<file path="src/rtl/rtm_pkg.sv">
package rtm_pkg;
   localparam int unsigned RD_AW   = 2;
   localparam int unsigned RD_DW   = 16;

   typedef enum logic [RD_AW-1:0] {
      RA_EVENTS  = 2'd0,
      RA_TIME_LO = 2'd1,
      RA_TIME_HI = 2'd2,
      RA_SPARE   = 2'd3
   } rd_sel_e;
endpackage

</file>
<file path="src/rtl/rtm_edge_sync.sv">
module rtm_edge_sync #(
   parameter int unsigned STAGES = 2
) (
   input  logic clk,
   input  logic rst_n,
   input  logic async_i,
   output logic rise_o
);
   logic [STAGES-1:0] chain;
   logic              last_q;

   always_ff @(posedge clk or negedge rst_n) begin
      if (!rst_n) begin
         chain  <= '0;
         last_q <= 1'b0;
      end else begin
         chain  <= {chain[STAGES-2:0], async_i};
         last_q <= chain[STAGES-1];
      end
   end

   assign rise_o = chain[STAGES-1] & ~last_q;


   single_count_chk: assert property (@(posedge clk) disable iff (!rst_n)
      rise_o |=> !rise_o);
endmodule

</file>
<file path="src/rtl/rtm_prescale_count.sv">
module rtm_prescale_count #(
   parameter int unsigned PRE_W = 3,
   parameter int unsigned LCL_W = 24
) (
   input  logic             clk,
   input  logic             rst_n,
   output logic [LCL_W-1:0] lcnt_o,
   output logic [LCL_W-1:0] lcnt_nxt_o
);
   logic [PRE_W-1:0] div_q;
   logic             tick;

   assign tick       = &div_q;
   assign lcnt_nxt_o = tick ? lcnt_o + LCL_W'(1) : lcnt_o;

   always_ff @(posedge clk or negedge rst_n) begin
      if (!rst_n) begin
         div_q  <= '0;
         lcnt_o <= '0;
      end else begin
         div_q  <= div_q + PRE_W'(1);
         lcnt_o <= lcnt_nxt_o;
      end
   end


   lcnt_hold_chk: assert property (@(posedge clk) disable iff (!rst_n)
      (div_q != '1) |=> $stable(lcnt_o));

   lcnt_step_chk: assert property (@(posedge clk) disable iff (!rst_n)
      (div_q == '1) |=> (lcnt_o == $past(lcnt_o) + LCL_W'(1)));
endmodule

</file>
<file path="src/rtl/rtm_event_capture.sv">
module rtm_event_capture #(
   parameter int unsigned EVT_W = 16,
   parameter int unsigned LCL_W = 24
) (
   input  logic             clk,
   input  logic             rst_n,
   input  logic             evt_i,
   input  logic             snap_i,
   input  logic [LCL_W-1:0] lcnt_nxt_i,
   output logic [EVT_W-1:0] ev_snap_o,
   output logic [LCL_W-1:0] lc_snap_o
);
   logic [EVT_W-1:0] ev_q,   ev_nxt;
   logic [LCL_W-1:0] lcap_q, lcap_nxt;

   assign ev_nxt   = evt_i ? ev_q + EVT_W'(1) : ev_q;
   assign lcap_nxt = evt_i ? lcnt_nxt_i : lcap_q;

   always_ff @(posedge clk or negedge rst_n) begin
      if (!rst_n) begin
         ev_q      <= '0;
         lcap_q    <= '0;
         ev_snap_o <= '0;
         lc_snap_o <= '0;
      end else begin
         ev_q   <= ev_nxt;
         lcap_q <= lcap_nxt;
         if (snap_i) begin
            ev_snap_o <= ev_nxt;
            lc_snap_o <= lcap_nxt;
         end
      end
   end


   evt_step_chk: assert property (@(posedge clk) disable iff (!rst_n)
      evt_i |=> (ev_q == $past(ev_q) + EVT_W'(1)));

   evt_idle_chk: assert property (@(posedge clk) disable iff (!rst_n)
      !evt_i |=> $stable(ev_q));

   lcap_hold_chk: assert property (@(posedge clk) disable iff (!rst_n)
      !evt_i |=> $stable(lcap_q));

   snap_hold_chk: assert property (@(posedge clk) disable iff (!rst_n)
      !snap_i |=> ($stable(ev_snap_o) && $stable(lc_snap_o)));

   snap_post_evt_chk: assert property (@(posedge clk) disable iff (!rst_n)
      (evt_i && snap_i) |=> (ev_snap_o == ev_q && lc_snap_o == lcap_q));
endmodule

</file>
<file path="src/rtl/ref_timing_meter.sv">
module ref_timing_meter #(
   parameter int unsigned EVT_W       = 16,
   parameter int unsigned LCL_W       = 24,
   parameter int unsigned PRE_W       = 3,
   parameter int unsigned SYNC_STAGES = 2
) (
   input  logic        clk,
   input  logic        rst_n,
   input  logic        src_sel,
   input  logic        cell_evt_i,
   input  logic        frame_evt_i,
   input  logic        snap_req,
   input  logic        rd_en,
   input  logic [1:0]  rd_addr,
   output logic [15:0] rd_data
);
   import rtm_pkg::*;

   localparam int unsigned N_SRC = 2;
   localparam int unsigned HI_W  = LCL_W - RD_DW;

   initial begin
      assert (EVT_W >= 1 && EVT_W <= RD_DW)
         else $error("EVT_W must lie in 1..16");
      assert (LCL_W > RD_DW && LCL_W <= 2*RD_DW)
         else $error("LCL_W must lie in 17..32");
      assert (PRE_W >= 1) else $error("PRE_W must be at least 1");
      assert (SYNC_STAGES >= 2) else $error("SYNC_STAGES must be at least 2");
   end

   logic [N_SRC-1:0] raw_in, rise;
   logic             evt;
   logic [LCL_W-1:0] lcnt, lcnt_nxt, lc_snap;
   logic [EVT_W-1:0] ev_snap;
   logic [RD_DW-1:0] ev_word, hi_word, mux_word;

   assign raw_in = {frame_evt_i, cell_evt_i};

   for (genvar g = 0; g < N_SRC; g++) begin : g_src
      rtm_edge_sync #(.STAGES(SYNC_STAGES)) u_sync (
         .clk     (clk),
         .rst_n   (rst_n),
         .async_i (raw_in[g]),
         .rise_o  (rise[g])
      );
   end

   assign evt = rise[src_sel];

   rtm_prescale_count #(.PRE_W(PRE_W), .LCL_W(LCL_W)) u_pre (
      .clk        (clk),
      .rst_n      (rst_n),
      .lcnt_o     (lcnt),
      .lcnt_nxt_o (lcnt_nxt)
   );

   rtm_event_capture #(.EVT_W(EVT_W), .LCL_W(LCL_W)) u_cap (
      .clk        (clk),
      .rst_n      (rst_n),
      .evt_i      (evt),
      .snap_i     (snap_req),
      .lcnt_nxt_i (lcnt_nxt),
      .ev_snap_o  (ev_snap),
      .lc_snap_o  (lc_snap)
   );

   always_comb begin
      ev_word = '0;
      ev_word[EVT_W-1:0] = ev_snap;
      hi_word = '0;
      hi_word[HI_W-1:0] = lc_snap[LCL_W-1:RD_DW];
      unique case (rd_sel_e'(rd_addr))
         RA_EVENTS:  mux_word = ev_word;
         RA_TIME_LO: mux_word = lc_snap[RD_DW-1:0];
         RA_TIME_HI: mux_word = hi_word;
         default:    mux_word = '0;
      endcase
   end

   always_ff @(posedge clk or negedge rst_n) begin
      if (!rst_n) rd_data <= '0;
      else        rd_data <= rd_en ? mux_word : '0;
   end


   rd_idle_zero_chk: assert property (@(posedge clk) disable iff (!rst_n)
      !rd_en |=> (rd_data == '0));

   rd_spare_zero_chk: assert property (@(posedge clk) disable iff (!rst_n)
      (rd_en && rd_addr == RA_SPARE) |=> (rd_data == '0));
endmodule

</file>
<file path="config.mk">
export PLATFORM = sky130hd
export DESIGN_NAME = ref_timing_meter
export DESIGN_NICKNAME = d
export VERILOG_FILES = /design/src/rtl/rtm_pkg.sv /design/src/rtl/rtm_edge_sync.sv /design/src/rtl/rtm_prescale_count.sv /design/src/rtl/rtm_event_capture.sv /design/src/rtl/ref_timing_meter.sv
export SDC_FILE = /design/constraint.sdc
export NUM_CORES = 1
export LEC_CHECK = 0
export BUFFER_PORTS_ARGS = -buffer_cell sky130_fd_sc_hd__buf_2
export CAP_MARGIN = 20
export CORE_MARGIN = 2
export CORE_UTILIZATION = 55
export CTS_CLUSTER_DIAMETER = 150
export CTS_CLUSTER_SIZE = 14
export DETAILED_ROUTE_END_ITERATION = 8
export PLACE_DENSITY = 0.75
export SLEW_MARGIN = 20
export SYNTH_ARGS = -nofsm -noshare
export SYNTH_HDL_FRONTEND = slang
export SYNTH_SLANG_ARGS = --single-unit
</file>
<file path="constraint.sdc">
create_clock -name clk -period 1.96 [get_ports clk]
set_input_delay 0.392 -clock clk [delete_from_list [all_inputs] [get_ports clk]]
set_output_delay 0.392 -clock clk [all_outputs]
set_load 0.03 [all_outputs]
</file>
After elaboration in Yosys (flattened, before gate mapping):

Cells that the tools add are included.
Widths: inputs -> output; s select.

* magnitude comparators: 1
* equality and inequality tests: 2
* bitwise operators: 4
* $mul: 0
* multiplexer cells: 7
* shifts and indexed selects: 0
* divide/modulo/power cells: 0
* add/subtract/negate cells: 3
* reductions and logical operators: 2

Operators with widths (count)
* $mux 24: 2
* $pmux 16 s3: 1
* $mux 16: 2
* $add 24x1->24 const B: 1
* $add 16x1->16 const B: 1
* $add 3x1->3 const B: 1
* $reduce_and 3->1: 1
* $and 1x1->1: 2
* $eq 2x1->1 const B: 1
* $eq 2x2->1 const B: 1
* $logic_not 2->1: 1
* $lt 1x2->1 const B: 1
* $mux 1: 2
* $not 1->1: 2

* bits of input ports: 9
* memories kept: 0
* memory bits (read-only): 0
* output and inout port bits: 16
* register bits: 129
* latch bits: 0
* word-level logic and storage cells: 30
* bits in writable memories: 0

Logic depth before layout (Yosys ltp):

Gate-level depths: netlist (run 1).

* depth in word-level cells: 5
* depth in mapped cells: 9

Modules after synthesis:

From an unflattened synthesis (run 1), not the netlist that was laid out.

* cells, all modules: 369
* area total of the unflattened synthesis: 5283.8 µm²

Modules (own cells, without submodules)
* rtm_event_capture: area an instance 3129.3 µm², cells each 195, instances 1
* rtm_prescale_count: area an instance 1163.6 µm², cells each 94, instances 1
* ref_timing_meter: area an instance 813.3 µm², cells each 72, instances 1
* rtm_edge_sync: area an instance 88.8 µm², cells each 4, instances 2

Least setup slack after synthesis (run 1):

No wires, ideal clock.

* path kind: reg-to-reg
* from: register u_pre.div_q[0]
* to: register u_cap.lc_snap_o[22]
* library setup time: 69 ps
* period minus slack after synthesis: 2145 ps
* stages on the path, launching flop included: 9
* data arrival time: 2076 ps
* required time: 1891 ps
* path slack: -185 ps
* cell sequence: dfrtp_1 -> ha_1 -> ha_1 -> clkbuf_2 -> nand4_2 -> or3_1 -> clkbuf_1 -> or4_1 -> nand3_1

* word-level cells in the longest chain between the ends: 3

Ends and longest elaborated chain
* from (decl): line rtm_prescale_count.sv:10 `logic [PRE_W-1:0] div_q;`
* from (signal assigned): line rtm_prescale_count.sv:21 `div_q <= div_q + PRE_W'(1);`
* $reduce_and 3->1: line rtm_prescale_count.sv:13 `assign tick = &div_q;`
* $mux 24: line rtm_prescale_count.sv:14 `assign lcnt_nxt_o = tick ? lcnt_o + LCL_W'(1) : lcnt_o;`
* $mux 24: line rtm_event_capture.sv:17 `assign lcap_nxt = evt_i ? lcnt_nxt_i : lcap_q;`
* to (signal assigned): line rtm_event_capture.sv:30 `lc_snap_o <= lcap_nxt;`
* to (decl): line rtm_event_capture.sv:11 `output logic [LCL_W-1:0] lc_snap_o`

Every way passes these cells.
A chain may end at the register's enable or synchronous reset.

Worst setup path after layout (run 1):

* from: register u_pre.div_q[0]
* to: register u_cap.lc_snap_o[21]

The elaborated chain is that of the path after synthesis.

==> flow_summary.yaml, run 1 <==
drt:
  route.vias.total: 4705
  drt-initial-drc-count: 453
  dr.pass1.iters: 5
  wl_per_cell_um: 20.27
  viasPerCell: 6.183
  ant_nets: 0
  wirelength_mm: 15.42
  drc_errors: 0
clock_tree:
  clock_sinks: 129
  htreeDepth: 4
  cts_tree: "yes"
  cts-root-buf: "clkbuf_8"
  ctsLongestPathBuffers: 2
  cts_made_buffers: 17
  insertion_delay_ps: 530
  clkSlewWorstSetupHoldPaths_ps: 60
setup_path:
  worst_setup_path_start_kind: "flip-flop"
  critPathKind: "reg -> reg"
  cp-end-kind: "flip-flop"
  cp.required_ps: 2360
  crit_top_cell: "buf_4"
  slowest_stage: "or4_4"
  critPathBufInv: 2
  slowest_delay_ps: 480
  cpLargestDelayFamily: "simple AND/OR/NAND/NOR gates"
  crit_path_max_fanout: 8
  crit_path_cell_trace: "ha_2, ha_4, nand4_1, buf_4, or4_4, buf_4, o211ai_1, nand3_1"
  cp_data_arrival_time_ps: 2490
grt:
  grt_antenna_before_repair: 0
  globalRouteTotalUtil: 0.2778
  grt_start_max_net_pins: 54
  grt_pass1_vias: 4898
  met2_usage: 0.4515
  grt.busiest_layer: "met2"
  grt_overflow: 0
  grt_util_met1: 0.3564
  gr-usage-met3: 0.06416
  grt_pass1_wl_mm: 24.54
power_and_ir_drop:
  switching_share: 0.2487
  power_frac_clock: 0.468
  total_leakage_power_nw: 3.503
  pwr-share-comb: 0.108
  power_density_mw_per_mm2: 964.2
  power.switching_w: 0.001796
  power_frac_seq: 0.424
  finalPower_w: 0.007219
  peakVddDrop_mv: 0.9225
  p_int_w: 0.005423
die:
  chipHeight_um: 107.8
  core_area_mm2: 0.01042
  num_rows: 37
  fp.dieW_um: 107.8
  io-pin-count: 25
  dieArea_mm2: 0.01162
  initial_utilization: 0.5690
yosys:
  synth_fp_nets: 549
  synth-warning-count: 0
  synth_cell_types: 59
  ys_ff_latch: 129
  ys_seq_area_frac: 0.5446
  synth_edf_count: 0
  syn_avg_cell_area_um2: 11.06
  synth_flop_cell: "dfrtp_1"
  syn_area_mm2: 0.005927
  async_reset_ff_frac: 1.000
  synth_cells: 536
final_layout:
  final_cell_area_mm2: 0.007487
  nNetsFinal: 625
  antenna_cells: 0
  drive_above_1_share: 0.3088
  layout-area-overhead-vs-synth_pct: 26.32
  most-common-layout-cells: "126 x dfrtp_1, 58 x buf_4, 53 x nand2_1, 30 x nor2_1, 28 x mux2_2"
  instances_no_fill: 761
  final_common_cell: "dfrtp_1"
timing:
  fmaxAchievable_mhz: 479.3
  fin_crit_sh: 1.065
  tns_ps: -736.5
  finalClockSkew_ps: 7.504
  relSlewSlack: 0.6857
  final-max-slew-violation-count: 0
  min_period_ps: 2087
  worst_pin_slew_ps: 466.6
  setup_ws_ps: -126.6
  setup_violations: 15
  hold_ws_ps: 216.3
  final-hold-violation-count: 0
  rsz0062_at_grt: "yes"
run_status:
  status: "finished with violations"
  failed_checks: "negative setup slack"
placed_design:
  place.detailed.hpwl_mm: 9.458
  dpl_cell_area_mm2: 0.006496
  dp.cells: 715
  gp_congestion: 0.8554
  port_buffers: 24
run:
  drv_cap: 0
min_path:
  hp-class: "in -> reg"
## kinds of logic after synthesis
| group | count (synthesis) | synth area share |
|---|---|---|
| and+or+nand+nor | 198 | 0.1790 |
| AOI/OAI and AO/OA | 88 | 0.1089 |
| xor gates and xnor gates | 26 | 0.03842 |
| adders and majority gates | 4 | 0.008445 |
| DFF | 129 | 0.5446 |
| muxes | 45 | 0.08212 |
| buffers and inverters | 46 | 0.03842 |
## worst paths after layout
| check | slack, ps | end | cells after the start | startpoint |
|---|---|---|---|---|
| worst max-delay path | -130 | u_cap.lc_snap_o[21] | 8 | u_pre.div_q[0] |
| worst min-delay path | 220 | rd_data[2] | 2 | rd_en |
| worst max register to register | -130 | u_cap.lc_snap_o[21] | 8 | u_pre.div_q[0] |
| worst min register to register | 350 | g_src[0].u_sync.chain[1] | 0 | g_src[0].u_sync.chain[0] |
| max in group asynchronous | 1130 | u_cap.lc_snap_o[12] | 3 | rst_n |
| min in group asynchronous | 230 | u_cap.ev_snap_o[14] | 2 | rst_n |
## state kept, by name (all words and copies together), names as in the netlist
signal,count
u_pre.div_q,3
rd_data,16
u_cap.ev_snap_o,16
u_cap.ev_q,16
g_src.u_sync.chain,4
g_src.u_sync.last_q,2
u_cap.lc_snap_o,24
u_pre.lcnt_o,24
u_cap.lcap_q,24
## layer usage
| layer | part of all wire | vias up |
|---|---|---|
| met2 | 0.50 | 183 |
| met1 | 0.41 | 2367 |
| met3 | 0.058 | 44 |
| met5 | 0 | - |
| li1 | - | 2111 |
| met4 | 0.037 | 0 |
## cells in the mapped netlist (2+ instances only)
| cell | n | area [um2] |
|---|---|---|
| nand4b_1 | 3 | 26.28 |
| or3_1 | 13 | 81.33 |
| and4_1 | 3 | 26.28 |
| buf_1 | 4 | 15.01 |
| mux2_2 | 29 | 326.6 |
| nor4_1 | 7 | 43.79 |
| xor2_1 | 12 | 105.1 |
| or4_1 | 4 | 30.03 |
| a211o_1 | 2 | 17.52 |
| a31o_2 | 2 | 17.52 |
| ha_1 | 4 | 50.05 |
| and3_1 | 5 | 31.28 |
| nand2b_1 | 2 | 12.51 |
| nor3_1 | 9 | 45.04 |
| o211ai_1 | 5 | 37.54 |
| nor4b_1 | 2 | 17.52 |
| dfrtp_1 | 129 | 3228 |
| and2_1 | 10 | 62.56 |
| a21oi_1 | 6 | 30.03 |
| nand3_1 | 25 | 125.1 |
| nand2_1 | 57 | 214.0 |
| o2111ai_1 | 7 | 61.31 |
| xnor2_1 | 14 | 122.6 |
| clkbuf_1 | 17 | 63.81 |
| nor2_1 | 30 | 112.6 |
| buf_2 | 6 | 30.03 |
| a221o_1 | 3 | 30.03 |
| clkbuf_8 | 3 | 41.29 |
| a2bb2oi_1 | 14 | 122.6 |
| o2bb2ai_1 | 3 | 26.28 |
| mux2i_1 | 16 | 160.2 |
| a211oi_1 | 4 | 30.03 |
| o21ai_0 | 23 | 115.1 |
| a2111oi_2 | 2 | 30.03 |
| a31oi_1 | 12 | 75.07 |
| inv_1 | 12 | 45.04 |
| nand4_1 | 15 | 93.84 |
## stage by stage
stage | utilization | setup slack (ps)
floorplan | - | -155.7
CTS | 0.6983 | -54.48
finish | 0.7188 | -126.6
detailed placement | 0.6237 | -134.0
global route | 0.7188 | -201.2
global placement | 0.6237 | -79.26
## what timing repair did
item,in CTS,in global routing
hold endpoints to repair,100,0
hold buffers,3,0
pin swaps,1,16
cloned,2,0
buffers inserted,3,6
resized for setup,14,33
setup endpoints to repair,24,35
## area by class of cell
type                       count  area [um2]
fill                         698        2929
clock inverter                11       176.4
timing repair buffer          89       663.1
tap                          136       170.2
multi-input combinational    363        2741
clock buffer                  21       459.2
inverter                      12       45.04
sequential                   129        3232
## power by group through the flow
stage | clock network, W | logic, W | registers [W]
after global placement | 0 | 0.000730 | 0.00308
final | 0.00338 | 0.000782 | 0.00306
after CTS | 0.00341 | 0.000768 | 0.00305
after global routing | 0.00354 | 0.000863 | 0.00309
after detailed placement | 0 | 0.000756 | 0.00310
after floorplan | 0 | 0.000428 | 0.00310
Power figures use the tool's default switching activity.
==> inputs of run 2 (changes only) <==
Settings changed: CORE_ASPECT_RATIO set to 0.5.
==> flow_summary.yaml, run 2 (same netlist as run 1, synthesis figures left out) <==
run_status:
  status: "finished with violations"
  failed_checks: "design-rule violations, negative setup slack"
power_and_ir_drop:
  peakVddDrop_mv: 0.5858
  pwr-share-comb: 0.120
  finalPower_w: 0.006886
  power_frac_clock: 0.432
  power_density_mw_per_mm2: 891.7
  switching_share: 0.2735
  total_leakage_power_nw: 3.610
  p_int_w: 0.005003
  power.switching_w: 0.001883
  power_frac_seq: 0.447
grt:
  globalRouteTotalUtil: 0.2759
  grt_pass1_vias: 4690
  grt_start_max_net_pins: 46
  grt_overflow: 0
  grt_pass1_wl_mm: 24.18
  grt_antenna_before_repair: 0
setup_path:
  slowest_delay_ps: 530
  slowest_stage: "or4_1"
  cp.depth: 7
  worst_r2r_path_depth: 7
  reg2reg_to: "u_cap.lc_snap_o[23]"
  worstReg2RegStart: "u_pre.div_q[0]"
  crit_path_end: "u_cap.lc_snap_o[23]"
  cpLargestDelayFamily: "simple AND/OR/NAND/NOR gates"
  cp.required_ps: 2320
  r2r_slack_ps: -220
  startpoint: "u_pre.div_q[0]"
  crit_path_max_fanout: 5
  crit_path_cell_trace: "ha_2, ha_4, nand4_1, buf_6, or4_4, or4_1, nand3_1"
  cp_data_arrival_time_ps: 2540
  critPathKind: "reg -> reg"
  cp-end-kind: "flip-flop"
  worst_setup_path_start_kind: "flip-flop"
  critPathBufInv: 1
timing:
  setup_violations: 38
  fin_crit_sh: 1.115
  fmaxAchievable_mhz: 457.7
  worst_pin_slew_ps: 582.6
  relSlewSlack: 0.6075
  min_period_ps: 2185
  setup_ws_ps: -224.8
  hold_ws_ps: 70.58
  rsz0062_at_grt: "yes"
  final-hold-violation-count: 0
  final-max-slew-violation-count: 0
  finalClockSkew_ps: 6.790
final_layout:
  antenna_cells: 0
  drive_above_1_share: 0.3550
  nNetsFinal: 631
  most-common-layout-cells: "129 x dfrtp_1, 53 x buf_4, 51 x nand2_1, 30 x nor2_1, 24 x mux2_2"
  final_common_cell: "dfrtp_1"
  largestRegisters: "u_cap.lc_snap_o x24, u_cap.lcap_q x24, u_pre.lcnt_o x24"
  layout-area-overhead-vs-synth_pct: 30.29
  nFillCells: 624
  final_cell_area_mm2: 0.007722
die:
  core_area_mm2: 0.01034
  fp.dieW_um: 150.8
  io-pin-count: 25
  chipHeight_um: 77.41
  num_rows: 26
  dieArea_mm2: 0.01167
  initial_utilization: 0.5729
placed_design:
  place_ws_ps: -214.2
  gp_congestion: 0.8816
  port_buffers: 24
  place.detailed.hpwl_mm: 9.759
  dpl_cell_area_mm2: 0.006569
clock_tree:
  cts_tree: "yes"
  cts_made_buffers: 17
  insertion_delay_ps: 430
  htreeDepth: 4
  clkSlewWorstSetupHoldPaths_ps: 60
  ctsLongestPathBuffers: 2
  cts-root-buf: "clkbuf_16"
  clock_sinks: 129
drt:
  ant_nets: 0
  viasPerCell: 6.332
  drc_errors: 2
  wirelength_mm: 16.67
  route.vias.total: 4882
  dr.pass1.iters: 7
  wl_per_cell_um: 21.61
  drt-initial-drc-count: 578
run:
  drv_cap: 0
min_path:
  hp-class: "in -> reg"
-- run 2: changes by cell type in the layout (fill, tap and decap cells not counted), sizes merged --
| cell | change |
|---|---|
| buf | +8 |
| clkinv | +5 |
| bufinv | -3 |
| clkbuf | -2 |
| dlygate4sd3 | -2 |
| clkinvlp | +1 |
| inv | -1 |
-- run 2: worst register-to-register path, cell delays in order, from the launching register on --
cell and delay (ps):
dfrtp_1 360, ha_2 200, ha_4 130, nand4_1 150, buf_6 180, or4_4 470
or4_1 530, nand3_1 90
-- run 2: what timing repair did --
item                                    4_1_cts  5_1_grt
pin swaps                                    14       30
endpoints found under the setup margin       32       48
buffers inserted                              6        8
hold buffers                                  1        0
endpoints found under the hold margin        30        0
resized for setup                            17       80
gates cloned                                  2        0
-- run 2: layout make-up --
cell class	instances	area [um2]	share of cell area
inverter	12	45.04	0.005833
sequential	129	3228	0.4180
tap	140	175.2	0.02268
multi-input combinational	363	2949	0.3819
timing repair buffer	95	778.2	0.1008
clock buffer	19	432.9	0.05606
clock inverter	13	113.9	0.01474
-- run 2: worst min path at each step --
stage | startpoint | to | slack (ps) | cells past startpoint
after floorplan | rst_n | g_src[0].u_sync.chain[0] | 100 | 0
after global placement | g_src[1].u_sync.chain[0] | g_src[1].u_sync.chain[1] | 330 | 0
after detailed placement | g_src[0].u_sync.chain[0] | g_src[0].u_sync.chain[1] | 330 | 0
after CTS | cell_evt_i | g_src[0].u_sync.chain[0] | 70 | 1
after global routing | frame_evt_i | g_src[1].u_sync.chain[0] | 70 | 1
final | cell_evt_i | g_src[0].u_sync.chain[0] | 70 | 1
-- run 2: stage by stage --
stage / setup TNS [ps] / utilization / std cells
after global placement: -930.3 / 0.6350 / 723
after detailed placement: -3133 / 0.6350 / 723
after global routing: -5903 / 0.7465 / 771
after CTS: -411.3 / 0.7033 / 764
after floorplan: -874.2 / - / 536
final: -3704 / 0.7465 / 771
-- run 2: per-layer routing --
metal  vias to the layer above  GRT usage  share of wire
met5                         -          0              0
met4                         0     0.1084          0.032
met3                        64    0.06706          0.085
met2                       272     0.4005           0.46
met1                      2422     0.4028           0.43
li1                       2124          -              -
-- run 2: power groups by stage --
| stage | registers [W] | logic (W) | clock network, W |
|---|---|---|---|
| after floorplan | 0.00310 | 0.000428 | 0 |
| after global placement | 0.00310 | 0.000744 | 0 |
| after detailed placement | 0.00312 | 0.000772 | 0 |
| after CTS | 0.00307 | 0.000783 | 0.00296 |
| after global routing | 0.00311 | 0.000898 | 0.00312 |
| final | 0.00308 | 0.000829 | 0.00298 |
==> inputs of run 3 (changes only) <==
Settings changed: CELL_PAD_IN_SITES_DETAIL_PLACEMENT set to 1, CELL_PAD_IN_SITES_GLOBAL_PLACEMENT set to 1, CORE_UTILIZATION 55 to 49, PLACE_DENSITY 0.75 to unset, PLACE_DENSITY_LB_ADDON set to 0.1.
Clock period 1.96 ns to 2.4 ns, I/O delays scaled along.
==> flow_summary.yaml, run 3 (same netlist as run 1, synthesis figures left out) <==
placed_design:
  gp_congestion: 0.8153
  dp.cells: 721
  port_buffers: 24
  place.detailed.hpwl_mm: 10.57
timing:
  worst_pin_slew_ps: 565.1
  final-hold-violation-count: 0
  rsz0062_at_grt: "no"
  fin_crit_sh: 0.9470
  final-max-slew-violation-count: 0
  fmaxAchievable_mhz: 440.0
  setup_violations: 0
  relSlewSlack: 0.6233
  min_period_ps: 2273
  finalClockSkew_ps: 17.28
  tns_ps: 0
final_layout:
  final_common_cell: "dfrtp_1"
  multi_input_area_mm2: 0.002474
  instances_no_fill: 753
  seq_area_mm2: 0.003228
  nFillCells: 1272
  drive_above_1_share: 0.2160
  nNetsFinal: 588
  final_util: 0.5888
  layout-area-overhead-vs-synth_pct: 17.29
  most-common-layout-cells: "129 x dfrtp_1, 56 x nand2_1, 30 x nor2_1, 29 x mux2_2"
  largestRegisters: "u_cap.lc_snap_o x24, u_cap.lcap_q x24, u_pre.lcnt_o x24"
  antenna_cells: 0
setup_path:
  critPathKind: "reg -> reg"
  cp.required_ps: 2730
  startpoint: "u_pre.div_q[0]"
  worst_setup_path_start_kind: "flip-flop"
  cp-end-kind: "flip-flop"
  cp_data_arrival_time_ps: 2600
  crit_path_max_fanout: 21
  worstReg2RegStart: "u_pre.div_q[0]"
clock_tree:
  insertion_delay_ps: 420
  cts-root-buf: "clkbuf_16"
  cts_resized: 0
  clock_sinks: 129
  clkSlewWorstSetupHoldPaths_ps: 60
  cts_tree: "yes"
  cts_setup_buffers: 0
  cts_hold_buf: 0
  htreeDepth: 4
  ctsLongestPathBuffers: 2
  cts_made_buffers: 17
drt:
  drc_errors: 0
  route.vias.total: 4348
  ant_nets: 0
  wl_per_cell_um: 20.78
  viasPerCell: 5.774
  drt-initial-drc-count: 263
  wirelength_mm: 15.65
  dr.pass1.iters: 4
grt:
  grt_util_met1: 0.3670
  gr-usage-met3: 0.06566
  grt_pass1_wl_mm: 24.90
  grt_pass1_vias: 4461
  grt_overflow: 0
  met2_usage: 0.3879
  grt_start_max_net_pins: 59
  grt.busiest_layer: "met2"
  grt_antenna_before_repair: 0
  globalRouteTotalUtil: 0.2568
die:
  core_area_mm2: 0.01181
  chipHeight_um: 81.77
  num_rows: 28
  dieArea_mm2: 0.01305
  fp.dieW_um: 159.5
  initial_utilization: 0.5020
  io-pin-count: 25
power_and_ir_drop:
  power_density_mw_per_mm2: 820.2
  peakVddDrop_mv: 0.4184
  total_leakage_power_nw: 3.241
run:
  drv_cap: 0
run_status:
  status: "finished, final reports clean"
min_path:
  hp-class: "in -> async"
[run 3: metal layers]
layer  wire (um)  up-vias
met5           0        -
met4         163        0
met3         819       14
met2        6831       81
met1        7830     2223
li1            -     2030
[run 3: critical path, cell delays in order (launching register included)]
cell and delay (ps):
dfrtp_1 370, ha_1 160, ha_1 280, nand4_1 180
or4_4 580, or3_1 400, a31oi_1 190
[run 3: through the flow]
stage          hold WS, ps  total power, W  setup slack [ps]  instance area, um2
4_1_cts              46.33        0.005755             140.3                6952
6_report             23.60        0.005702             127.2                6952
3_5_place_dp         339.6        0.003156             172.0                6367
2_1_floorplan        184.4        0.002878             255.2                5927
3_3_place_gp         334.2        0.003126             240.5                6367
5_1_grt              66.60        0.005916             25.82                6952
[run 3: worst paths after layout]
path / end / slack, ps / depth (start not counted)
max: u_cap.lcap_q[21] / 130 / 6
min: g_src[1].u_sync.chain[1] / 20 / 1
max reg2reg: u_cap.lcap_q[21] / 130 / 6
min reg2reg: g_src[1].u_sync.chain[1] / 350 / 0
max in group asynchronous: u_cap.lc_snap_o[11] / 1690 / 2
min in group clk: g_src[0].u_sync.chain[0] / 160 / 1
[run 3: report_power, final]
part           switching [W]  internal, W
logic               0.000342     0.000252
clock network        0.00103      0.00154
registers           0.000168      0.00237
total                0.00154      0.00416
[run 3: final cells by class]
cell class / instances / share of cell area
multi-input combinational: 361 / 0.3558
sequential: 129 / 0.4644
clock buffer: 18 / 0.06174
inverter: 12 / 0.006479
clock inverter: 14 / 0.02232
tap: 165 / 0.02970
timing repair buffer: 54 / 0.05958
